--- config.mk ---
export PLATFORM = sky130hd
export DESIGN_NAME = blockxfer_seq
export DESIGN_NICKNAME = d
export VERILOG_FILES = /design/src/rtl/blockxfer_pkg.sv /design/src/rtl/blockxfer_ctrl.sv /design/src/rtl/blockxfer_dp.sv /design/src/rtl/blockxfer_seq.sv
export SDC_FILE = /design/constraint.sdc
export NUM_CORES = 1
export LEC_CHECK = 0
export BUFFER_PORTS_ARGS = -buffer_cell sky130_fd_sc_hd__buf_4
export CORE_AREA = 2 2 101 103
export DETAILED_ROUTE_END_ITERATION = 8
export DIE_AREA = 0 0 103 105
export PLACE_DENSITY = 0.78
export SLEW_MARGIN = 15
export SYNTH_ARGS = -nofsm -noshare
export SYNTH_HDL_FRONTEND = slang
export SYNTH_HIERARCHICAL = 1
export SYNTH_SLANG_ARGS = --single-unit
--- constraint.sdc ---
create_clock -name clk -period 2.51 [get_ports clk]
set_input_delay 0.251 -clock clk [delete_from_list [all_inputs] [get_ports clk]]
set_output_delay 0.251 -clock clk [all_outputs]
set_load 0.02 [all_outputs]
--- src/rtl/blockxfer_pkg.sv ---
package blockxfer_pkg;

  // control -> datapath strobes
  typedef struct packed {
    logic load;     // capture start inputs
    logic advance;  // retire current register, step address
  } seqStrobe_t;

  // datapath -> control status
  typedef struct packed {
    logic inEmpty;      // incoming mask has no bits set
    logic lastPending;  // at most one bit left in the working mask
  } seqStatus_t;

  typedef enum logic [1:0] {
    SEQ_IDLE = 2'd0,
    SEQ_XFER = 2'd1,
    SEQ_FIN  = 2'd2
  } seqState_t;

endpackage

--- src/rtl/blockxfer_ctrl.sv ---
module blockxfer_ctrl
  import blockxfer_pkg::*;
(
  input  logic       clk,
  input  logic       rstN,
  input  logic       startPulse,
  input  logic       memReady,
  input  seqStatus_t status,
  output seqStrobe_t strobe,
  output logic       memValid,
  output logic       busy,
  output logic       done
);

  seqState_t stateQ, stateD;

  always_comb begin
    stateD = stateQ;
    strobe = '0;
    unique case (stateQ)
      SEQ_IDLE: begin
        if (startPulse) begin
          strobe.load = 1'b1;
          stateD      = status.inEmpty ? SEQ_FIN : SEQ_XFER;
        end
      end
      SEQ_XFER: begin
        if (memReady) begin
          strobe.advance = 1'b1;
          if (status.lastPending) stateD = SEQ_FIN;
        end
      end
      SEQ_FIN:  stateD = SEQ_IDLE;
      default:  stateD = SEQ_IDLE;
    endcase
  end

  always_ff @(posedge clk or negedge rstN) begin
    if (!rstN) stateQ <= SEQ_IDLE;
    else       stateQ <= stateD;
  end

  assign memValid = (stateQ == SEQ_XFER);
  assign busy     = (stateQ != SEQ_IDLE);
  assign done     = (stateQ == SEQ_FIN);

endmodule

--- src/rtl/blockxfer_dp.sv ---
module blockxfer_dp
  import blockxfer_pkg::*;
#(
  parameter int NUM_REGS   = 16,
  parameter int ADDR_W     = 32,
  parameter int WORD_BYTES = 4,
  localparam int IDX_W     = $clog2(NUM_REGS)
) (
  input  logic                clk,
  input  logic                rstN,
  input  seqStrobe_t          strobe,
  input  logic [NUM_REGS-1:0] regMask,
  input  logic [ADDR_W-1:0]   baseAddr,
  input  logic                isLoad,
  input  logic                wbEnable,
  output seqStatus_t          status,
  output logic [IDX_W-1:0]    curIdx,
  output logic [ADDR_W-1:0]   curAddr,
  output logic                loadQ,
  output logic                wbQ
);

  localparam logic [ADDR_W-1:0] STEP = ADDR_W'(WORD_BYTES);

  logic [NUM_REGS-1:0] pendQ;
  logic [NUM_REGS-1:0] pendLowCleared;

  // lowest set bit wins: scan downward so the last hit is the lowest
  always_comb begin
    curIdx = '0;
    for (int i = NUM_REGS - 1; i >= 0; i--) begin
      if (pendQ[i]) curIdx = IDX_W'(i);
    end
  end

  assign pendLowCleared     = pendQ & (pendQ - 1'b1);
  assign status.lastPending = (pendLowCleared == '0);
  assign status.inEmpty     = (regMask == '0);

  always_ff @(posedge clk or negedge rstN) begin
    if (!rstN) begin
      pendQ   <= '0;
      curAddr <= '0;
      loadQ   <= 1'b0;
      wbQ     <= 1'b0;
    end else if (strobe.load) begin
      pendQ   <= regMask;
      curAddr <= baseAddr;
      loadQ   <= isLoad;
      wbQ     <= wbEnable;
    end else if (strobe.advance) begin
      pendQ   <= pendLowCleared;
      curAddr <= curAddr + STEP;
    end
  end

endmodule

--- src/rtl/blockxfer_seq.sv ---
module blockxfer_seq
  import blockxfer_pkg::*;
#(
  parameter int NUM_REGS   = 16,
  parameter int ADDR_W     = 32,
  parameter int DATA_W     = 32,
  parameter int WORD_BYTES = 4,
  localparam int IDX_W     = $clog2(NUM_REGS)
) (
  input  logic                clk,
  input  logic                rstN,
  input  logic                startPulse,
  input  logic [NUM_REGS-1:0] regMask,
  input  logic [ADDR_W-1:0]   baseAddr,
  input  logic                isLoad,
  input  logic                wbEnable,
  output logic                memValid,
  input  logic                memReady,
  output logic                memWrite,
  output logic [ADDR_W-1:0]   memAddr,
  output logic [IDX_W-1:0]    memIdx,
  input  logic [DATA_W-1:0]   memRdata,
  output logic [DATA_W-1:0]   memWdata,
  output logic                rfWrEn,
  output logic [IDX_W-1:0]    rfWrIdx,
  output logic [DATA_W-1:0]   rfWrData,
  output logic [IDX_W-1:0]    rfRdIdx,
  input  logic [DATA_W-1:0]   rfRdData,
  output logic                busy,
  output logic                done,
  output logic [ADDR_W-1:0]   newBase,
  output logic                baseWrEn
);

  seqStrobe_t       strobe;
  seqStatus_t       status;
  logic [IDX_W-1:0] curIdx;
  logic [ADDR_W-1:0] curAddr;
  logic             loadQ;
  logic             wbQ;

  blockxfer_ctrl ctrl_i (
    .clk        (clk),
    .rstN       (rstN),
    .startPulse (startPulse),
    .memReady   (memReady),
    .status     (status),
    .strobe     (strobe),
    .memValid   (memValid),
    .busy       (busy),
    .done       (done)
  );

  blockxfer_dp #(
    .NUM_REGS   (NUM_REGS),
    .ADDR_W     (ADDR_W),
    .WORD_BYTES (WORD_BYTES)
  ) dp_i (
    .clk      (clk),
    .rstN     (rstN),
    .strobe   (strobe),
    .regMask  (regMask),
    .baseAddr (baseAddr),
    .isLoad   (isLoad),
    .wbEnable (wbEnable),
    .status   (status),
    .curIdx   (curIdx),
    .curAddr  (curAddr),
    .loadQ    (loadQ),
    .wbQ      (wbQ)
  );

  assign memAddr  = curAddr;
  assign memIdx   = curIdx;
  assign memWrite = memValid & ~loadQ;
  assign memWdata = rfRdData;
  assign rfRdIdx  = curIdx;
  assign rfWrEn   = memValid & memReady & loadQ;
  assign rfWrIdx  = curIdx;
  assign rfWrData = memRdata;
  assign newBase  = curAddr;
  assign baseWrEn = done & wbQ;

endmodule

* Word level (Yosys, flattened, before mapping)
Cells that the tools add are included.
Operators by class: add/sub/neg operators 2, eq/ne operators 5, reduce and logical (&&, ||, !) cells 6, bitwise gates (word level) 6, multiplexer cells 29
Operators with widths (number):
- 2-to-1 mux 32 bit | 2
- 2-to-1 mux 4 bit | 16
- adder 32 x 3 -> 32 bit, second input constant | 1
- zero test 16 bit | 2
- 2-to-1 mux 16 bit | 2
- AND 16 bit | 1
- subtractor 16 x 1 -> 16 bit, second input constant | 1
- 2-to-1 mux 2 bit | 4
- AND 1 bit | 4
- 2-to-1 mux 1 bit | 4
- != test 2 x 1 -> 1 bit, second input constant | 2
- one-hot mux 2 bit (2 select lines) | 1
- nonzero test 2 bit | 2
- AND reduction 3 bit | 1
- == test 2 x 1 -> 1 bit, second input constant | 1
- == test 2 bit, second input constant | 1
- zero test 2 bit | 1
- != test 2 bit, second input constant | 1
- inverter 1 bit | 1
Storage, ports and cells: bits in registers 52, input port bits 118, logic and storage cells 53, output and inout port bits 146

* Logic depth before layout (Yosys ltp)
depth in word-level cells 16, mapped depth 8

* Hierarchy
Netlist, hierarchy kept.
Modules (own cells, without submodules):
- blockxfer_dp | area an instance 2824.0 µm², sequential area each 1251.2 µm², instances 1, cells each 325
- blockxfer_seq | area an instance 803.3 µm², sequential area each 0.0 µm², instances 1, cells each 107
- blockxfer_ctrl | area an instance 137.6 µm², sequential area each 50.0 µm², instances 1, cells each 14

* Worst setup path before layout
No wires, ideal clock.
path type reg-to-output, from register dp_i.pendQ[4], to output rfRdIdx[3], path slack 0.033 ns, data required time 2.259 ns, arrival time 2.226 ns, stages on the path, launching flop included 6, cells stage by stage dfrtp_1 > buf_6 > or4_4 > or4b_1 > a31oi_1 > buf_4
Between the ends: longest elaborated chain between the ends 5
Ends and longest elaborated chain:
- start, declared | RTL line blockxfer_dp.sv:25 | logic [NUM_REGS-1:0] pendQ;
- start signal, assigned | RTL line blockxfer_dp.sv:47 | pendQ <= regMask;
- start signal, assigned | RTL line blockxfer_dp.sv:52 | pendQ <= pendLowCleared;
- 2-to-1 mux 4 bit (5 in series) | RTL line blockxfer_dp.sv:32 | if (pendQ[i]) curIdx = IDX_W'(i);
- end, declared | RTL line blockxfer_seq.sv:27 | output logic [IDX_W-1:0] rfRdIdx,
Every way passes these cells.

* Worst setup path in the final report
from register dp_i.pendQ[2], to output rfRdIdx[3]
Between the ends: longest elaborated chain between the ends 3
Ends and longest elaborated chain (RTL line):
- 2-to-1 mux 4 bit (3 in series) | blockxfer_dp.sv:32
Every way passes these cells.

==> reports/metrics.cfg <==
[grt]
gr-usage-met2_pct=27.7
gr-usage-met1_pct=20.1
grt_max_degree=53
grt-ovfl-total=0
first_global_vias=2924
grt_busiest_layer=met2
grt_use_met3_pct=3.48
grt_usage_pct=16.1
grt_pass1_wl_mm=14.2
antenna_found_initial=0

[sta]
skew_ps=9.01
slew_viol_final=0
worst_pin_slew_ps=699
setup_slack_ps=36.0
hold_viol=0
slew_headroom_pct=53.4
period_share_pct=98.6
post-route-min-period_ps=2470
fmax_mhz=404
hold_slack_ps=148
rsz0062_at_grt=true
setup_violations=0

[floorplan]
die_area_um2=10800
die_h_um=105
core-area_um2=9640
num_rows=36
start_util_pct=39.1
die_w_um=103
io_pins=264

[critical_path]
r2r_slack_ps=120
setup.worst_path.class=flop to primary output
path_max_fanout=4
start_kind=flop
r2r.worst_path.cells=7
crit_arrival_ps=2220
worstPathRequired_ps=2260
setup.worst_path.end_class=primary output

[detailed_routing]
drc_errors=0
drt_iter0_drc=101
detail_route.wl_per_cell_um=14.6
viasPerCell=4.96
ant_nets=0
dr.pass1.iters=5
vias=3035
wirelength_mm=8.92

[final_layout]
seq_area_um2=1300
final_nets=597
multi_input_area_um2=1610
fillers=987
drive_gt1_share_pct=36.1
antennaDiodeCount=0
syn_to_final_growth_pct=14.4

[hold_path]
hold_depth=3
hold_path.class=primary input to flop

[power]
p_per_area_nw_per_um2=1420
leakagePower_nw=1.88
ir_drop_mv=0.604
power_w=0.00609

[placement]
place_congestion=0.837
dpl.hpwl_mm=6.72
numPortBuffers=135
preCtsSetupSlack_ps=92.5

[outcome]
outcome=completed

[synthesis]
yosysTopAreaCellShare_pct=34.6
syn-mean-instance-area_um2=8.44
yosysSeqAreaShare_pct=34.6
ys_types=51
synth_warnings=6
synth_cells=446
synth_nets=565
synth.ff_latch_count=52
yosys.area.top_type=dfrtp_1
synth.area.top_cells=dfrtp_1 35%, buf_4 21%, o21ai_0 7.3%
syn_area_um2=3760

[clock_network]
cts_max_level=2
clkTransAtPathRegs_ps=100
clk-insertion-delay-late_ps=300
cts_tree=done
cts.root.buffer_cell=clkbuf_8
numCtsBuffers=5
clock-sinks=52
clk_path_buf_depth=2

[flow_run]
maxCapViolations=0

-- final timing paths --
path	end	from
max reg2reg	ctrl_i/stateQ[0]	dp_i/pendQ[2]
min reg2reg	dp_i/wbQ	dp_i/wbQ
max in group asynchronous	dp_i/pendQ[1]	rstN
min in group asynchronous	dp_i/curAddr[25]	rstN
min	dp_i/curAddr[28]	baseAddr[28]
max	rfRdIdx[3]	dp_i/pendQ[2]
-- kinds of logic (layout without fill, tap and decap cells) --
logic type / count (synthesis) / count (layout) / synth area share (%)
AND/OR/NAND/NOR: 148 / 148 / 20.2
buffers and inverters: 129 / 162 / 23.5
AO/OA/AOI/OAI: 80 / 80 / 12.7
flip-flops: 52 / 52 / 34.6
XOR/XNOR: 29 / 29 / 6.75
multiplexers: 5 / 5 / 1.46
adder cells (fa/ha/maj): 3 / 3 / 0.864
-- placed cells by master, fill, tap and decap left out, types with 6 or more instances in the layout --
cell,count
and4_1,6
xor2_1,13
buf_4,142
nand3_1,11
nor2_1,9
nand2_1,71
inv_1,9
xnor2_1,16
nand4_1,7
o21ai_0,55
nor4_1,11
nor3_1,8
a21oi_1,6
dfrtp_1,50
clkbuf_8,6
-- synthesized netlist by cell type (all sizes together) --
library cell,n
buf,107
nand2,71
o21ai,57
dfrtp,52
xnor2,16
xor2,13
clkbuf,12
nand3,11
nor2,11
nor4,11
inv,10
nor3,8
nand4,7
a21oi,6
and3,6
and4,6
mux2,4
o31ai,4
and2,3
nand2b,3
o21bai,3
a31oi,2
and2b,2
maj3,2
nor4b,2
o22ai,2
or2,2
or3,2
a2111oi,1
a211o,1
a211oi,1
a21boi,1
a22oi,1
ha,1
mux2i,1
nor3b,1
o2bb2ai,1
or4,1
or4b,1
-- cell type report --
type	count	share of cell area, %
well taps	133	3.87
multi-input cells	265	37.4
repair buffers	144	25.5
flip-flops and latches	52	30.3
inverters	10	0.872
clock buffers	8	2.09
-- state kept, by name, indices dropped and copies added, names as in the netlist --
name / cells
dp_i/wbQ: 1
dp_i/pendQ: 16
dp_i/curAddr: 32
ctrl_i/stateQ: 2
dp_i/loadQ: 1
-- through the flow --
step	utilization [%]	TNS [ps]	instances	instance area [um2]
4_1_cts	44.5	0	611	4290
2_1_floorplan	-	0	446	3760
6_report	44.7	0	612	4310
3_3_place_gp	43.2	0	601	4160
5_1_grt	44.7	-17.5	612	4310
3_5_place_dp	43.2	0	601	4160
-- per-layer routing --
| metal | vias to the layer above | part of all wire, % |
|---|---|---|
| met1 | 1406 | 41 |
| met4 | 0 | 1.0 |
| met5 | - | 0 |
| li1 | 1476 | - |
| met3 | 22 | 7.5 |
| met2 | 131 | 50 |
-- critical path, cell delays in order, from the launching register on --
cell	delay (ps)
dfrtp_2	430
or4_4	580
or4b_4	560
a31oi_4	180
buf_4	170
-- what timing repair did --
item | CTS | global route
gates resized for setup | 4 | 3
hold buffers | 1 | 0
pin swaps | 0 | 0
setup endpoints to repair | 3 | 6
endpoints found under the hold margin | 1 | 0
buffers inserted | 1 | 1
-- power by group --
part / total [W] / internal (W) / switching (W)
clock: 0.000496 / 0.000226 / 0.000270
combinational: 0.00383 / 0.00168 / 0.00214
sequential: 0.00177 / 0.00122 / 0.000553
(Power assumes the default switching activity.)
